`config.mk`:
```
export PLATFORM = sky130hd
export DESIGN_NAME = pdt_timer
export DESIGN_NICKNAME = d
export VERILOG_FILES = /design/src/rtl/tmr_pkg.sv /design/src/rtl/tmr_tick_gen.sv /design/src/rtl/tmr_counter.sv /design/src/rtl/tmr_cmp_out.sv /design/src/rtl/pdt_timer.sv
export SDC_FILE = /design/constraint.sdc
export NUM_CORES = 1
export LEC_CHECK = 0
export ABC_AREA = 0
export BUFFER_PORTS_ARGS = -buffer_cell sky130_fd_sc_hd__clkbuf_2
export CORE_MARGIN = 10
export CORE_UTILIZATION = 45
export DETAILED_ROUTE_END_ITERATION = 10
export GPL_TIMING_DRIVEN = 0
export HOLD_SLACK_MARGIN = 0.12
export SYNTH_ARGS = -nofsm -noshare
export SYNTH_HDL_FRONTEND = slang
export SYNTH_HIERARCHICAL = 1
export SYNTH_SLANG_ARGS = --single-unit
```
`constraint.sdc`:
```
create_clock -name clk -period 7.4 [get_ports clk]
set_input_delay 0.37 -clock clk [delete_from_list [all_inputs] [get_ports clk]]
set_output_delay 0.37 -clock clk [all_outputs]
set_load 0.005 [all_outputs]
```
`src/rtl/tmr_pkg.sv`:
```
package tmr_pkg;
  localparam int ADR_CTRL = 0;
  localparam int ADR_STAT = 1;
  localparam int ADR_LOAD = 2;
  localparam int ADR_CMP  = 3;
  localparam int ADR_CNT  = 4;

  localparam int B_EN     = 0;
  localparam int B_FRESH  = 1;
  localparam int B_RLD    = 2;
  localparam int B_IRQEN  = 3;
  localparam int B_OW     = 4;
  localparam int B_WAITEN = 5;
  localparam int B_STOPEN = 6;
  localparam int B_DBGEN  = 7;
  localparam int B_SWR    = 8;
  localparam int B_SRC    = 9;
  localparam int B_OM     = 11;
  localparam int B_PRE    = 13;

  typedef enum logic [1:0] {SRC_OFF, SRC_PERIPH, SRC_HF, SRC_LF} src_e;
  typedef enum logic [1:0] {OM_NONE, OM_TOGGLE, OM_LOW, OM_HIGH} omode_e;
endpackage

```
`src/rtl/tmr_tick_gen.sv`:
```
module tmr_tick_gen #(
  parameter int PRE_W = 12
) (
  input  logic             clk,
  input  logic             rst,
  input  logic [1:0]       src_sel,
  input  logic             tick_periph,
  input  logic             tick_hf,
  input  logic             tick_lf,
  input  logic             run,
  input  logic             restart,
  input  logic [PRE_W-1:0] presc,
  output logic             tick
);
  import tmr_pkg::*;
  logic [PRE_W-1:0] pcnt;
  logic             src_tick;
  logic             active;

  always_comb begin
    case (src_e'(src_sel))
      SRC_PERIPH: src_tick = tick_periph;
      SRC_HF:     src_tick = tick_hf;
      SRC_LF:     src_tick = tick_lf;
      default:    src_tick = 1'b0;
    endcase
  end

  assign active = run & src_tick;
  assign tick   = active & (pcnt == presc);

  always_ff @(posedge clk) begin
    if (rst || restart) pcnt <= '0;
    else if (active)    pcnt <= tick ? '0 : pcnt + 1'b1;
  end
endmodule

```
`src/rtl/tmr_counter.sv`:
```
module tmr_counter #(
  parameter int CNT_W = 32
) (
  input  logic             clk,
  input  logic             rst,
  input  logic             tick,
  input  logic             reload_mode,
  input  logic             ld_ow,
  input  logic [CNT_W-1:0] ow_val,
  input  logic [CNT_W-1:0] load_val,
  input  logic             start,
  input  logic             start_fresh,
  input  logic             start_reload,
  input  logic [CNT_W-1:0] cmp_val,
  output logic [CNT_W-1:0] cnt,
  output logic             match
);
  assign match = tick & (cnt == cmp_val);

  always_ff @(posedge clk) begin
    if (rst)
      cnt <= '0;
    else if (ld_ow)
      cnt <= ow_val;
    else if (start) begin
      if (start_fresh) cnt <= start_reload ? load_val : '1;
    end else if (tick)
      cnt <= (cnt == '0) ? (reload_mode ? load_val : '1) : cnt - 1'b1;
  end
endmodule

```
`src/rtl/tmr_cmp_out.sv`:
```
module tmr_cmp_out (
  input  logic       clk,
  input  logic       rst,
  input  logic       match,
  input  logic [1:0] omode,
  input  logic       irq_en,
  input  logic       flag_clr,
  output logic       flag,
  output logic       pin,
  output logic       oe,
  output logic       irq
);
  import tmr_pkg::*;

  always_ff @(posedge clk) begin
    if (rst) begin
      flag <= 1'b0;
      pin  <= 1'b0;
      oe   <= 1'b0;
      irq  <= 1'b0;
    end else begin
      oe  <= (omode_e'(omode) != OM_NONE);
      irq <= irq_en & flag;
      if (match)         flag <= 1'b1;
      else if (flag_clr) flag <= 1'b0;
      if (match) begin
        case (omode_e'(omode))
          OM_TOGGLE: pin <= ~pin;
          OM_LOW:    pin <= 1'b0;
          OM_HIGH:   pin <= 1'b1;
          default:   pin <= pin;
        endcase
      end
    end
  end
endmodule

```
`src/rtl/pdt_timer.sv`:
```
module pdt_timer #(
  parameter int CNT_W   = 32,
  parameter int PRE_W   = 12,
  parameter int ADDR_W  = 3,
  parameter int SWR_CYC = 4
) (
  input  logic              clk,
  input  logic              rst,
  input  logic [ADDR_W-1:0] bus_addr,
  input  logic              bus_we,
  input  logic [CNT_W-1:0]  bus_wdata,
  output logic [CNT_W-1:0]  bus_rdata,
  input  logic              tick_periph,
  input  logic              tick_hf,
  input  logic              tick_lf,
  input  logic              wait_in,
  input  logic              stop_in,
  input  logic              dbg_in,
  output logic              cmp_out,
  output logic              cmp_oe,
  output logic              irq
);
  import tmr_pkg::*;
  localparam int CTRL_W = B_PRE + PRE_W;
  localparam int SWR_W  = $clog2(SWR_CYC + 1);

  logic [SWR_W-1:0]  swr_cnt;
  logic              swr_busy, rst_i;
  logic [CTRL_W-1:0] ctrl_q, ctrl_rd;
  logic [CNT_W-1:0]  load_q, cmp_q, cnt;
  logic              wr_ok, ctrl_wr, ld_wr, ld_ow, st_clr;
  logic              en_rise, psc_restart, frozen, run, tick, match, flag_q;
  logic [PRE_W-1:0]  presc;

  assign swr_busy = (swr_cnt != '0);
  assign rst_i    = rst | swr_busy;
  assign wr_ok    = bus_we & ~swr_busy;
  assign ctrl_wr  = wr_ok & (bus_addr == ADDR_W'(ADR_CTRL));
  assign ld_wr    = wr_ok & (bus_addr == ADDR_W'(ADR_LOAD));
  assign ld_ow    = ld_wr & ctrl_q[B_OW];
  assign st_clr   = wr_ok & (bus_addr == ADDR_W'(ADR_STAT)) & bus_wdata[0];
  assign presc    = ctrl_q[B_PRE +: PRE_W];

  assign en_rise     = ctrl_wr & bus_wdata[B_EN] & ~ctrl_q[B_EN];
  assign psc_restart = en_rise | (ctrl_wr & (bus_wdata[B_PRE +: PRE_W] != presc));
  assign frozen = (wait_in & ~ctrl_q[B_WAITEN]) | (stop_in & ~ctrl_q[B_STOPEN]) |
                  (dbg_in & ~ctrl_q[B_DBGEN]);
  assign run    = ctrl_q[B_EN] & ~frozen;

  always_ff @(posedge clk) begin
    if (rst)                             swr_cnt <= '0;
    else if (swr_busy)                   swr_cnt <= swr_cnt - 1'b1;
    else if (ctrl_wr && bus_wdata[B_SWR]) swr_cnt <= SWR_W'(SWR_CYC);
  end

  always_ff @(posedge clk) begin
    if (rst_i) begin
      ctrl_q <= '0;
      load_q <= '0;
      cmp_q  <= '0;
    end else if (wr_ok) begin
      if (bus_addr == ADDR_W'(ADR_CTRL)) begin
        ctrl_q        <= bus_wdata[CTRL_W-1:0];
        ctrl_q[B_SWR] <= 1'b0;
      end
      if (bus_addr == ADDR_W'(ADR_LOAD)) load_q <= bus_wdata;
      if (bus_addr == ADDR_W'(ADR_CMP))  cmp_q  <= bus_wdata;
    end
  end

  always_comb begin
    ctrl_rd        = ctrl_q;
    ctrl_rd[B_SWR] = swr_busy;
  end

  always_ff @(posedge clk) begin
    if (rst) bus_rdata <= '0;
    else begin
      case (bus_addr)
        ADDR_W'(ADR_CTRL): bus_rdata <= CNT_W'(ctrl_rd);
        ADDR_W'(ADR_STAT): bus_rdata <= CNT_W'(flag_q);
        ADDR_W'(ADR_LOAD): bus_rdata <= load_q;
        ADDR_W'(ADR_CMP):  bus_rdata <= cmp_q;
        ADDR_W'(ADR_CNT):  bus_rdata <= cnt;
        default:           bus_rdata <= '0;
      endcase
    end
  end

  tmr_tick_gen #(.PRE_W(PRE_W)) u_tick (
    .clk(clk), .rst(rst_i), .src_sel(ctrl_q[B_SRC +: 2]),
    .tick_periph(tick_periph), .tick_hf(tick_hf), .tick_lf(tick_lf),
    .run(run), .restart(psc_restart), .presc(presc), .tick(tick)
  );

  tmr_counter #(.CNT_W(CNT_W)) u_cnt (
    .clk(clk), .rst(rst_i), .tick(tick), .reload_mode(ctrl_q[B_RLD]),
    .ld_ow(ld_ow), .ow_val(bus_wdata), .load_val(load_q),
    .start(en_rise), .start_fresh(bus_wdata[B_FRESH]), .start_reload(bus_wdata[B_RLD]),
    .cmp_val(cmp_q), .cnt(cnt), .match(match)
  );

  tmr_cmp_out u_out (
    .clk(clk), .rst(rst_i), .match(match), .omode(ctrl_q[B_OM +: 2]),
    .irq_en(ctrl_q[B_IRQEN]), .flag_clr(st_clr), .flag(flag_q),
    .pin(cmp_out), .oe(cmp_oe), .irq(irq)
  );
endmodule

```
Yosys cells after proc, flatten, opt, wreduce, memory -nomap -nowiden
Index checks and enable logic that the tools add are counted.
- output and inout bits: 35
- word-level logic and storage cells: 86
- register bits after elaboration: 171
- input port bits: 44
- equality and inequality tests: 14
- bitwise operators: 28
- add/sub/neg operators: 3
- reduce and logical (&&, ||, !) cells: 15
- multiplexer cells: 15
- operators by type and width (cell ; count):
    two-way mux 32 bit ; 7
    one-hot mux 32 bit (5 select lines) ; 1
    == test 32 bit ; 1
    logical NOT 32 bit ; 1
    subtractor 32 x 1 -> 32 bit (second input constant) ; 1
    bitwise AND 1 bit ; 17
    adder 12 x 1 -> 12 bit (second input constant) ; 1
    == test 12 bit ; 1
    two-way mux 12 bit ; 1
    inequality test 12 bit ; 1
    AND reduction 2 bit ; 5
    nonzero test 3 bit ; 3
    == test 2 bit (second input constant) ; 4
    inverter 1 bit ; 7
    == test 3 x 2 -> 1 bit (second input constant) ; 2
    two-way mux 3 bit ; 2
    one-hot mux 1 bit (3 select lines) ; 2
    nonzero test 2 bit ; 3
    == test 2 x 1 -> 1 bit (second input constant) ; 2
    OR 1 bit ; 4
    == test 3 x 1 -> 1 bit (second input constant) ; 1
    == test 3 bit (second input constant) ; 1
    logical NOT 3 bit ; 1
    inequality test 3 bit (second input constant) ; 1
    4 further kinds ; 5

Longest topological paths before layout
Gate-level depths: netlist of run 1.
- depth after elaboration: 11
- depth in mapped cells: 13
- gate-level depth less buffers: 11

Cells and area by module
Netlist of run 1, hierarchy kept.
- by module, submodules not included (module ; times used ; area each (um^2) ; sequential area each (um^2) ; cells an instance):
    pdt_timer ; 1 ; 4885.9 ; 2462.4 ; 592
    tmr_counter ; 1 ; 3389.5 ; 640.6 ; 469
    tmr_tick_gen ; 1 ; 828.3 ; 240.2 ; 106
    tmr_cmp_out ; 1 ; 142.6 ; 80.1 ; 16

Worst setup path after synthesis of run 1
No wires, ideal clock.
- path kind: input to register
- start: in bus_addr[0]
- end: reg u_cnt.cnt[28]
- data arrival time: 2.761 ns
- data required time: 7.309 ns
- cell stages on the path: 12
- buffers on the path: 4
- path slack: 4.548 ns
- setup time: 0.091 ns
- path through: buf_2 -> nor3_2 -> nand2_1 -> buf_2 -> nor2_1 -> clkbuf_1 -> mux2i_1 -> clkbuf_1 -> nor3_1 -> o21ai_0 -> o21ai_0 -> a311oi_1
- word-level cells in the longest chain between the ends: 6
- elaborated cells between the ends (all ways): 12
- those cells by class: 2 x eq/ne; 2 x mux; 5 x bitwise; 3 x reduce/logical
- ends and longest elaborated chain (item ; line ; text):
    start, declared ; pdt_timer.sv:9 ; input logic [ADDR_W-1:0] bus_addr,
    logical NOT 3 bit (*) ; pdt_timer.sv:38 ; assign ctrl_wr = wr_ok & (bus_addr == ADDR_W'(ADR_CTRL));
    bitwise AND 1 bit (*) ; pdt_timer.sv:38 ;
    bitwise AND 1 bit (*) (2 in a row) ; pdt_timer.sv:44 ; assign en_rise = ctrl_wr & bus_wdata[B_EN] & ~ctrl_q[B_EN];
    named net en_rise ; pdt_timer.sv:32 ; logic en_rise, psc_restart, frozen, run, tick, match, flag_q;
    inequality test 3 bit (no line), or another cell as far along ; - ;
    AND reduction 2 bit (no line) or two-way mux 32 bit (tied branches) ; - ;
    end signal, assigned ; tmr_counter.sv:24 ; cnt <= ow_val;
    end signal, assigned ; tmr_counter.sv:26 ; if (start_fresh) cnt <= start_reload ? load_val : '1;
    end signal, assigned ; tmr_counter.sv:28 ; cnt <= (cnt == '0) ? (reload_mode ? load_val : '1) : cnt - 1'b1;
    end, declared ; tmr_counter.sv:15 ; output logic [CNT_W-1:0] cnt,
Mark *: on every way through the listed nets, which the timed path passes. The rest lies on a longest branch.
A chain may end at the register's enable or synchronous reset.

Final worst setup path of run 1
- start: reg swr_cnt[2]
- end: reg u_cnt.cnt[28]
- word-level cells in the longest chain between the ends: 8
- elaborated cells between the ends (all ways): 14
- those cells by class: 1 x eq/ne; 2 x mux; 8 x bitwise; 3 x reduce/logical
- ends and longest elaborated chain (item ; line ; text):
    start, declared ; pdt_timer.sv:27 ; logic [SWR_W-1:0] swr_cnt;
    start signal, assigned ; pdt_timer.sv:52 ; else if (swr_busy) swr_cnt <= swr_cnt - 1'b1;
    start signal, assigned ; pdt_timer.sv:53 ; else if (ctrl_wr && bus_wdata[B_SWR]) swr_cnt <= SWR_W'(SWR_CYC);
    nonzero test 3 bit (*) ; pdt_timer.sv:35 ; assign swr_busy = (swr_cnt != '0);
    inverter 1 bit (*) ; pdt_timer.sv:37 ; assign wr_ok = bus_we & ~swr_busy;
    bitwise AND 1 bit (*) ; pdt_timer.sv:37 ;
    bitwise AND 1 bit (*) ; pdt_timer.sv:38 ;
    bitwise AND 1 bit (*) (2 in a row) ; pdt_timer.sv:44 ;
    named net en_rise ; pdt_timer.sv:32 ;
    inequality test 3 bit (no line), or another cell as far along ; - ;
    AND reduction 2 bit (no line) or two-way mux 32 bit (tied branches) ; - ;
Marks and branches as above.

==> impl_metrics.yaml, run 1 <==
run_status:
  status: "finished, final reports clean"
cells_and_area:
  post_route_cells_drive_above_1_share_pct: 14.6
  antennaDiodeCount: 0
  finish.utilization_pct: 52.4
  fill_cells: 1993
  area_delta_synth_final_pct: 14.7
  nets: 1326
sta:
  tns_ns: 0
  finalHoldViolCount: 0
  slew_headroom_pct: 12.4
  tightest_slew_ns: 1.30
  max_freq_mhz: 217
  post-route-min-period_ns: 4.61
  fin_crit_sh_pct: 62.3
  setup_viol: 0
  rsz0062_at_grt: "false"
  final.setup_skew_ns: 0.0143
  slew_violations: 0
power:
  p_leak_nw: 3.89
  power.density_nw_per_um2: 219
  ir_drop_v: 0.000167
synth:
  syn_area_per_cell_sq_um: 7.82
  synth.cell_area_sq_um: 9250
  syn-num-nets: 1230
  ys_seq_elements: 171
  ys_warn_count: 6
  netlist_instances: 1183
  synth-edff-count: 0
  synth_cell_types: 79
  ys_async_sr_fraction_pct: 0
  synth_top_flop_cell: "dfxtp_1"
  yosysSeqAreaShare_pct: 37.0
detailed_routing:
  dr.pass1.iters: 6
  post_drt_wl_per_cell_microns: 24.3
  routed_wl_microns: 37900
  vias_per_cell: 6.08
  route.detailed.drc: 0
  antenna_left: 0
  initialDrtViolationCount: 1162
  num_vias: 9490
cts:
  cts_root_buf: "clkbuf_16"
  cts-buffers-inserted: 17
  post_cts_buffers: 0
  numClockSinks: 171
  h-tree-depth: 4
  cts_tree: "done"
  clockBufferDepth: 2
  insertion_delay_ns: 0.45
  clkTransAtPathRegs_ns: 0.07
  cts-resized-gates: 0
  cts-hold-fix-buffers: 0
critical_path:
  critical_path.max_stage_delay_ns: 0.92
  cp.arrival_ns: 4.95
  crit_slowest_cell: "mux2i_1"
  crit_chain: "nor4b_4, nand2_1, buf_2, nor2_1, clkbuf_1, mux2i_1, clkbuf_1, nor3_1, o21ai_0, o21ai_0, a311oi_1"
  cp_data_required_time_ns: 7.74
  end_kind: "register"
  critPathMaxFanout: 10
  timing_worst_setup_path_type: "register to register"
  critPathTopFamily: "buffers and inverters"
  cp.buffers_inverters: 3
  crit_path_start_kind: "register"
place:
  io_buffers: 76
  dpl.hpwl_microns: 27800
  gp_congestion: 0.985
global_route:
  grt-ovfl-total: 0
  track_usage_pct: 28.0
  antenna_found_initial: 0
  grt_pass1_vias: 8904
  grt_pass1_wl_microns: 56800
  grt_max_degree: 18
hold_path:
  hp-class: "input pin to register"
floorplan:
  io_pins: 79
  die_w_microns: 163
  dieArea_sq_um: 26700
  dieHeight_microns: 163
  initial_core_util_pct: 45.7
  rows: 52
  fp.coreArea_sq_um: 20200
job:
  cap_violations: 0
[sequential cells by signal (all words and copies together) (netlist names), 3 cells and up]
| register | count |
|---|---|
| bus_rdata | 32 |
| cmp_q | 32 |
| ctrl_q | 24 |
| load_q | 32 |
| swr_cnt | 3 |
| u_cnt/cnt | 32 |
| u_tick/pcnt | 12 |
[cell usage in the layout (no fill, tap or decap), types with 6 or more instances in the layout]
| master | synthesis | routed |
|---|---|---|
| o31ai_1 | 6 | 6 |
| nor3_1 | 37 | 37 |
| o21ai_1 | 11 | 11 |
| buf_2 | 21 | 21 |
| a21oi_1 | 157 | 157 |
| o32ai_2 | 6 | 6 |
| nand4_1 | 22 | 22 |
| xnor2_1 | 41 | 41 |
| clkbuf_2 | 1 | 77 |
| o31a_1 | 8 | 8 |
| o21ai_0 | 21 | 21 |
| or4_1 | 8 | 8 |
| nor4_2 | 6 | 7 |
| clkbuf_16 | 0 | 17 |
| inv_1 | 14 | 14 |
| a21oi_2 | 11 | 11 |
| and3_1 | 14 | 14 |
| or3_1 | 6 | 6 |
| buf_4 | 10 | 11 |
| nand3_1 | 23 | 23 |
| mux2i_1 | 13 | 13 |
| a22oi_1 | 47 | 47 |
| xor2_1 | 27 | 27 |
| dfxtp_1 | 171 | 171 |
| nor4_1 | 25 | 24 |
| nor2b_1 | 6 | 6 |
| o32ai_1 | 7 | 7 |
| nand2b_1 | 15 | 15 |
| a31oi_1 | 11 | 11 |
| clkbuf_1 | 58 | 59 |
| nand2_1 | 235 | 235 |
| nor2_1 | 57 | 57 |
[synthesized netlist by cell type (21+ instances only)]
library cell	n	area [sq um]
xnor2_1	41	359
dfxtp_1	171	3420
nand4_1	22	138
a21oi_1	157	786
a22oi_1	47	353
nand2_1	235	882
o21ai_0	21	105
nor4_1	25	156
nor2_1	57	214
nand3_1	23	115
clkbuf_1	58	218
buf_2	21	105
xor2_1	27	236
nor3_1	37	185
[stage by stage]
step           setup slack (ns)  instance area [sq um]  instances  hold slack, ns  total power [mW]
2_1_floorplan              4.55                   9250       1183           0.423              1.21
3_3_place_gp               2.69                   9960       1529           0.447              1.35
3_5_place_dp               2.80                   9980       1530           0.447              1.35
4_1_cts                    3.01                  10600       1562           0.138              2.31
5_1_grt                    2.76                  10600       1562           0.154              2.38
6_report                   2.79                  10600       1562           0.135              2.32
[where the power goes]
group / switching [mW] / internal (mW)
Combinational: 0.262 / 0.127
Sequential: 0.0177 / 0.935
Clock: 0.427 / 0.551
[logic make-up (layout without fill, tap and decap cells)]
group / after synthesis / after routing / share of synthesized area [%]
AND/OR/NAND/NOR: 484 / 484 / 25.6
XOR/XNOR: 68 / 68 / 6.44
adder cells (fa/ha/maj): 3 / 3 / 0.406
buffers and inverters: 115 / 224 / 5.78
AO/OA/AOI/OAI: 325 / 325 / 22.9
flip-flops: 171 / 171 / 37.0
multiplexers: 17 / 17 / 1.89
[path summary, 6_finish.rpt]
| kind | startpoint | to | slack (ns) | cells after the start |
|---|---|---|---|---|
| worst max-delay path | swr_cnt[2] | u_cnt/cnt[28] | 2.79 | 11 |
| worst min-delay path | rst | swr_cnt[1] | 0.14 | 2 |
| worst max register to register | swr_cnt[2] | u_cnt/cnt[28] | 2.79 | 11 |
| worst min register to register | u_out/flag | u_out/irq | 0.46 | 2 |
[metal layers]
metal	global-route usage, %	part of all wire (%)
met2	42.7	44
met3	6.37	8.6
met4	9.18	2.9
met5	0	0
met1	38.3	44
[cell type report]
cell class,count,area (sq um),share of cell area (%)
tap,270,338,3.19
sequential,171,3420,32.3
clock buffer,19,443,4.18
clock inverter,13,180,1.70
buffer,99,474,4.47
inverter,16,60.1,0.567
timing repair buffer,77,388,3.66
multi-input combinational,897,5300,49.9
No activity file was read; power rests on OpenSTA's default activity.
==> inputs of run 2 (changes only) <==
- clock period: 7.4 -> 4.7 ns (I/O delays scaled with it)
==> run 2 against run 1 <==
Against the previous run: critical path depth did not move; maximum frequency up 0.61%; via count increased by 1.7%; cell area up 2.5%; global-route usage increased by 0.22 points; hold slack improved by 0.0022 ns; count of clock-buffer cells in the layout stayed put; flip-flop and latch count did not move; register-to-register slack got worse by 2.7 ns; critical path type unchanged; critical endpoint unchanged; largest power group unchanged; highest routed layer unchanged.
==> impl_metrics.yaml, run 2 (synthesized netlist as in run 1, its figures left out) <==
run_status:
  status: "finished, final reports clean"
power:
  pwr-share-seq_pct: 40.9
  clock_power_share_pct: 41.9
  swShare_pct: 30.4
  power_mw: 3.67
  p_sw_mw: 1.12
  power.density_nw_per_um2: 338
  p_comb_share_pct: 17.2
  p_int_mw: 2.55
  ir_drop_v: 0.000264
  p_leak_nw: 4.00
cts:
  clkTransAtPathRegs_ns: 0.07
  post_cts_buffers: 0
  insertion_delay_ns: 0.44
  cts-hold-fix-buffers: 27
  cts_root_buf: "clkbuf_16"
  numClockSinks: 171
  h-tree-depth: 4
  clockBufferDepth: 2
  cts-buffers-inserted: 17
  cts_tree: "done"
  cts-resized-gates: 0
critical_path:
  cp_data_required_time_ns: 5.04
  rrSetupSlack_ns: 0.12
  end_kind: "register"
  rr_endpoint: "u_cnt/cnt[28]"
  crit_start: "swr_cnt[2]"
  r2r_start: "swr_cnt[2]"
  cp.arrival_ns: 4.92
  endpoint: "u_cnt/cnt[28]"
  reg2reg_depth: 11
  timing_worst_setup_path_type: "register to register"
  critPathMaxFanout: 10
  crit_path_start_kind: "register"
place:
  gp_congestion: 0.985
  io_buffers: 76
  dpl.hpwl_microns: 27800
  dp_cells: 1530
  place_ws_ns: 0.237
floorplan:
  io_pins: 79
  dieHeight_microns: 163
  fp.coreArea_sq_um: 20200
  dieArea_sq_um: 26700
  die_w_microns: 163
  rows: 52
  initial_core_util_pct: 45.7
global_route:
  antenna_found_initial: 0
  grt_max_degree: 18
  track_usage_pct: 28.2
  grt_pass1_wl_microns: 57300
  grt_pass1_vias: 9023
  grt-ovfl-total: 0
detailed_routing:
  route.detailed.drc: 0
  antenna_left: 0
  dr.max_layer_used: "met4"
  dr.pass1.iters: 6
  wl_met1_microns: 16600
  num_vias: 9647
  post_drt_wl_per_cell_microns: 24.0
  wl_met3_microns: 3430
  routed_wl_microns: 38200
  initialDrtViolationCount: 1174
  wl_met2_microns: 17000
  vias_per_cell: 6.07
sta:
  rsz0062_at_grt: "false"
  setup_viol: 0
  worst_slack_ns: 0.121
  fin_crit_sh_pct: 97.4
  max_freq_mhz: 218
  final.setup_skew_ns: 0.0108
  post-route-min-period_ns: 4.58
  finalHoldViolCount: 0
  slew_violations: 0
  tns_ns: 0
  slew_headroom_pct: 12.6
  tightest_slew_ns: 1.30
cells_and_area:
  fill_cells: 1960
  finish.utilization_pct: 53.7
  area_delta_synth_final_pct: 17.6
  post_route_cells_drive_above_1_share_pct: 14.3
  nets: 1353
  antennaDiodeCount: 0
  layout_common_cells: "nand2_1, dfxtp_1, a21oi_1"
  stdcell_count: 1589
  final_common_cell: "nand2_1"
hold_path:
  hp-class: "input pin to register"
job:
  cap_violations: 0
==> run 2: changes by cell type in the layout (fill, tap and decap cells not counted), sizes merged <==
cell         previous run  this run
dlygate4sd3             0        27
==> run 2: worst min path at each step <==
| stage | start | endpoint | slack, ns | depth (start not counted) |
|---|---|---|---|---|
| final | bus_wdata[2] | load_q[2] | 0.14 | 3 |
| after global routing | bus_wdata[2] | ctrl_q[2] | 0.14 | 3 |
| after CTS | bus_wdata[2] | ctrl_q[2] | 0.12 | 3 |
| after detailed placement | u_out/flag | u_out/irq | 0.45 | 2 |
| after global placement | ctrl_q[0] | ctrl_q[0] | 0.45 | 2 |
| after floorplan | rst | swr_cnt[1] | 0.30 | 1 |
==> run 2: power by group through the flow <==
stage | Clock, mW | Sequential, mW | Combinational (mW)
2_1_floorplan | 0 | 1.52 | 0.382
3_3_place_gp | 0 | 1.53 | 0.592
3_5_place_dp | 0 | 1.53 | 0.589
4_1_cts | 1.55 | 1.50 | 0.610
5_1_grt | 1.61 | 1.50 | 0.664
6_report | 1.54 | 1.50 | 0.631
==> run 2: worst max-delay path, cell delays in order, from the launching register on <==
cell and delay (ns):
dfxtp_1 0.37, nor4b_4 0.49, nand2_1 0.55, buf_2 0.39, nor2_1 0.12, clkbuf_1 0.33, mux2i_1 0.90, clkbuf_1 0.61
nor3_1 0.10, o21ai_0 0.19, o21ai_0 0.12, a311oi_1 0.29
==> run 2: area by class of cell <==
class	count	area (sq um)	area share (%)
buffer	99	474	4.36
clock buffer	19	443	4.07
clock inverter	13	180	1.66
inverter	16	60.1	0.552
multi-input combinational	897	5300	48.7
sequential	171	3420	31.5
tap	270	338	3.11
timing repair buffer	104	658	6.05
==> run 2: routing by layer <==
layer / GRT usage, % / vias up
li1: - / 4472
met1: 38.5 / 4558
met2: 43.2 / 525
met3: 6.37 / 92
met4: 9.18 / 0
met5: 0 / -
==> run 2: metrics by stage <==
stage	cell area, sq um	hold slack, ns
finish	10900	0.137
global route	10900	0.141
CTS	10900	0.121
detailed placement	9980	0.447
global placement	9960	0.447
floorplan	9250	0.304
==> inputs of run 3 (changes only) <==
- CELL_PAD_IN_SITES_DETAIL_PLACEMENT: unset -> 0
- CELL_PAD_IN_SITES_GLOBAL_PLACEMENT: unset -> 2
- CORE_UTILIZATION: 45 -> 36
- PLACE_DENSITY_LB_ADDON: unset -> 0.1
==> run 3 against run 2 <==
Against the previous run: the flow now finishes with violations (capacitance limit); critical path depth shrank 2; first-iteration DRC count shrank 25%; cell count grew 3.3%; sequential share of layout area grew 0.073 points; clock skew grew 0.0043 ns.
==> impl_metrics.yaml, run 3 (synthesized netlist as in run 1, its figures left out) <==
critical_path:
  crit_slowest_cell: "nand2_1"
  crit_chain: "nor4b_4, nand2_1, buf_2, nor2_1, clkbuf_1, mux2_2, buf_1, nand2_1, o32ai_1"
  timing_worst_setup_path_type: "register to register"
  crit_path_start_kind: "register"
  critical_path.max_stage_delay_ns: 0.60
  end_kind: "register"
  cp.buffers_inverters: 3
  critPathMaxFanout: 10
  cp.arrival_ns: 4.52
  critPathTopFamily: "simple AND/OR/NAND/NOR gates"
  cp_data_required_time_ns: 5.04
  cpMostUsedCell: "nand2_1"
sta:
  slew_headroom_pct: 1.68
  rsz0062_at_grt: "false"
  final.setup_skew_ns: 0.0151
  setup_viol: 0
  max_freq_mhz: 239
  finalHoldViolCount: 0
  tns_ns: 0
  post-route-min-period_ns: 4.18
  fin_crit_sh_pct: 89.0
  slew_violations: 0
  holdWs_ns: 0.137
  tightest_slew_ns: 1.46
cts:
  insertion_delay_ns: 0.45
  h-tree-depth: 4
  clkTransAtPathRegs_ns: 0.07
  cts_tree: "done"
  cts-buffers-inserted: 17
  clockBufferDepth: 2
  post_cts_buffers: 0
  numClockSinks: 171
  cts-resized-gates: 0
  cts_root_buf: "clkbuf_16"
power:
  clock_power_share_pct: 40.8
  p_leak_nw: 3.96
  power_mw: 3.57
  p_int_mw: 2.40
  ir_drop_v: 0.000169
  power.density_nw_per_um2: 330
  swShare_pct: 32.9
  p_comb_share_pct: 17.2
  pwr-share-seq_pct: 42.0
  p_sw_mw: 1.18
job:
  cap_violations: 1
cells_and_area:
  final_common_cell: "nand2_1"
  ff_latch_area_sq_um: 3420
  fill_cells: 2692
  finish.utilization_pct: 42.9
  nets: 1345
  area_delta_synth_final_pct: 17.3
  layout_common_cells: "nand2_1, dfxtp_1, a21oi_1"
  multiInputGateArea_sq_um: 5290
  antennaDiodeCount: 0
  post_route_cells_drive_above_1_share_pct: 14.3
floorplan:
  dieHeight_microns: 180
  rows: 58
  dieArea_sq_um: 32500
  io_pins: 79
  die_w_microns: 180
  initial_core_util_pct: 36.6
  fp.coreArea_sq_um: 25300
run_status:
  violations: "capacitance limit"
  status: "finished, violations left"
detailed_routing:
  post_drt_wl_per_cell_microns: 24.0
  vias_per_cell: 5.77
  dr.pass1.iters: 7
  route.detailed.drc: 0
  routed_wl_microns: 39400
  antenna_left: 0
  initialDrtViolationCount: 884
  num_vias: 9475
global_route:
  track_usage_pct: 23.4
  grt_pass1_wl_microns: 58900
  grt_pass1_vias: 9068
  antenna_found_initial: 1
  grt-ovfl-total: 0
  grt_max_degree: 20
place:
  dpl.hpwl_microns: 29500
  gp_congestion: 0.957
  io_buffers: 76
hold_path:
  hp-class: "input pin to register"
## run 3: changes by cell type in the layout (fill, tap and decap cells not counted), moves of 2 or more
cell	change
dlygate4sd3_1	-7
clkinv_8	+6
clkinv_4	+4
bufinv_16	-3
inv_6	-3
clkinvlp_4	-2
## run 3: path summary, 6_finish.rpt
| check | from | to | slack (ns) | cells past startpoint |
|---|---|---|---|---|
| setup reg to reg | swr_cnt[2] | u_cnt/cnt[20] | 0.52 | 9 |
| hold reg to reg | ctrl_q[1] | ctrl_q[1] | 0.46 | 2 |
| hold / removal | bus_wdata[16] | cmp_q[16] | 0.14 | 3 |
| setup / recovery | swr_cnt[2] | u_cnt/cnt[20] | 0.52 | 9 |
## run 3: power groups by stage
stage	Combinational, mW	Clock [mW]	Sequential, mW
floorplan	0.382	0	1.52
CTS	0.603	1.49	1.50
global placement	0.587	0	1.54
detailed placement	0.587	0	1.54
global route	0.656	1.53	1.50
finish	0.617	1.46	1.50
## run 3: worst register-to-register path, cell delays in order (launching register included)
cell,delay [ns]
dfxtp_1,0.38
nor4b_4,0.48
nand2_1,0.36
buf_2,0.31
nor2_1,0.21
clkbuf_1,0.37
mux2_2,0.39
buf_1,0.55
nand2_1,0.60
o32ai_1,0.44
## run 3: stage by stage
| step | area, sq um | instances | worst slack [ns] |
|---|---|---|---|
| final | 10800 | 1641 | 0.519 |
| after global routing | 10800 | 1641 | 0.243 |
| after CTS | 10800 | 1641 | 0.603 |
| after detailed placement | 10000 | 1589 | 0.557 |
| after global placement | 10000 | 1589 | 0.543 |
| after floorplan | 9250 | 1183 | 1.96 |
## run 3: layout make-up
| class | count | area share [%] |
|---|---|---|
| clock inverters | 15 | 1.67 |
| clock buffers | 17 | 3.92 |
| flip-flops and latches | 171 | 31.6 |
| plain buffers | 99 | 4.37 |
| inverters | 16 | 0.554 |
| well taps | 330 | 3.81 |
| multi-input cells | 897 | 48.8 |
| repair buffers | 96 | 5.35 |
## run 3: per-layer routing
layer	global-route usage (%)	vias up	part of all wire, %
met5	0	-	0.020
li1	-	4473	-
met2	36.3	396	45
met1	31.5	4546	45
met3	4.70	58	7.5
met4	8.04	2	3.0
## run 3: repair_timing
| action | in CTS | in global routing |
|---|---|---|
| hold buffers | 20 | 0 |
| endpoints found under the hold margin | 54 | 0 |
| endpoints found under the setup margin | 0 | 0 |
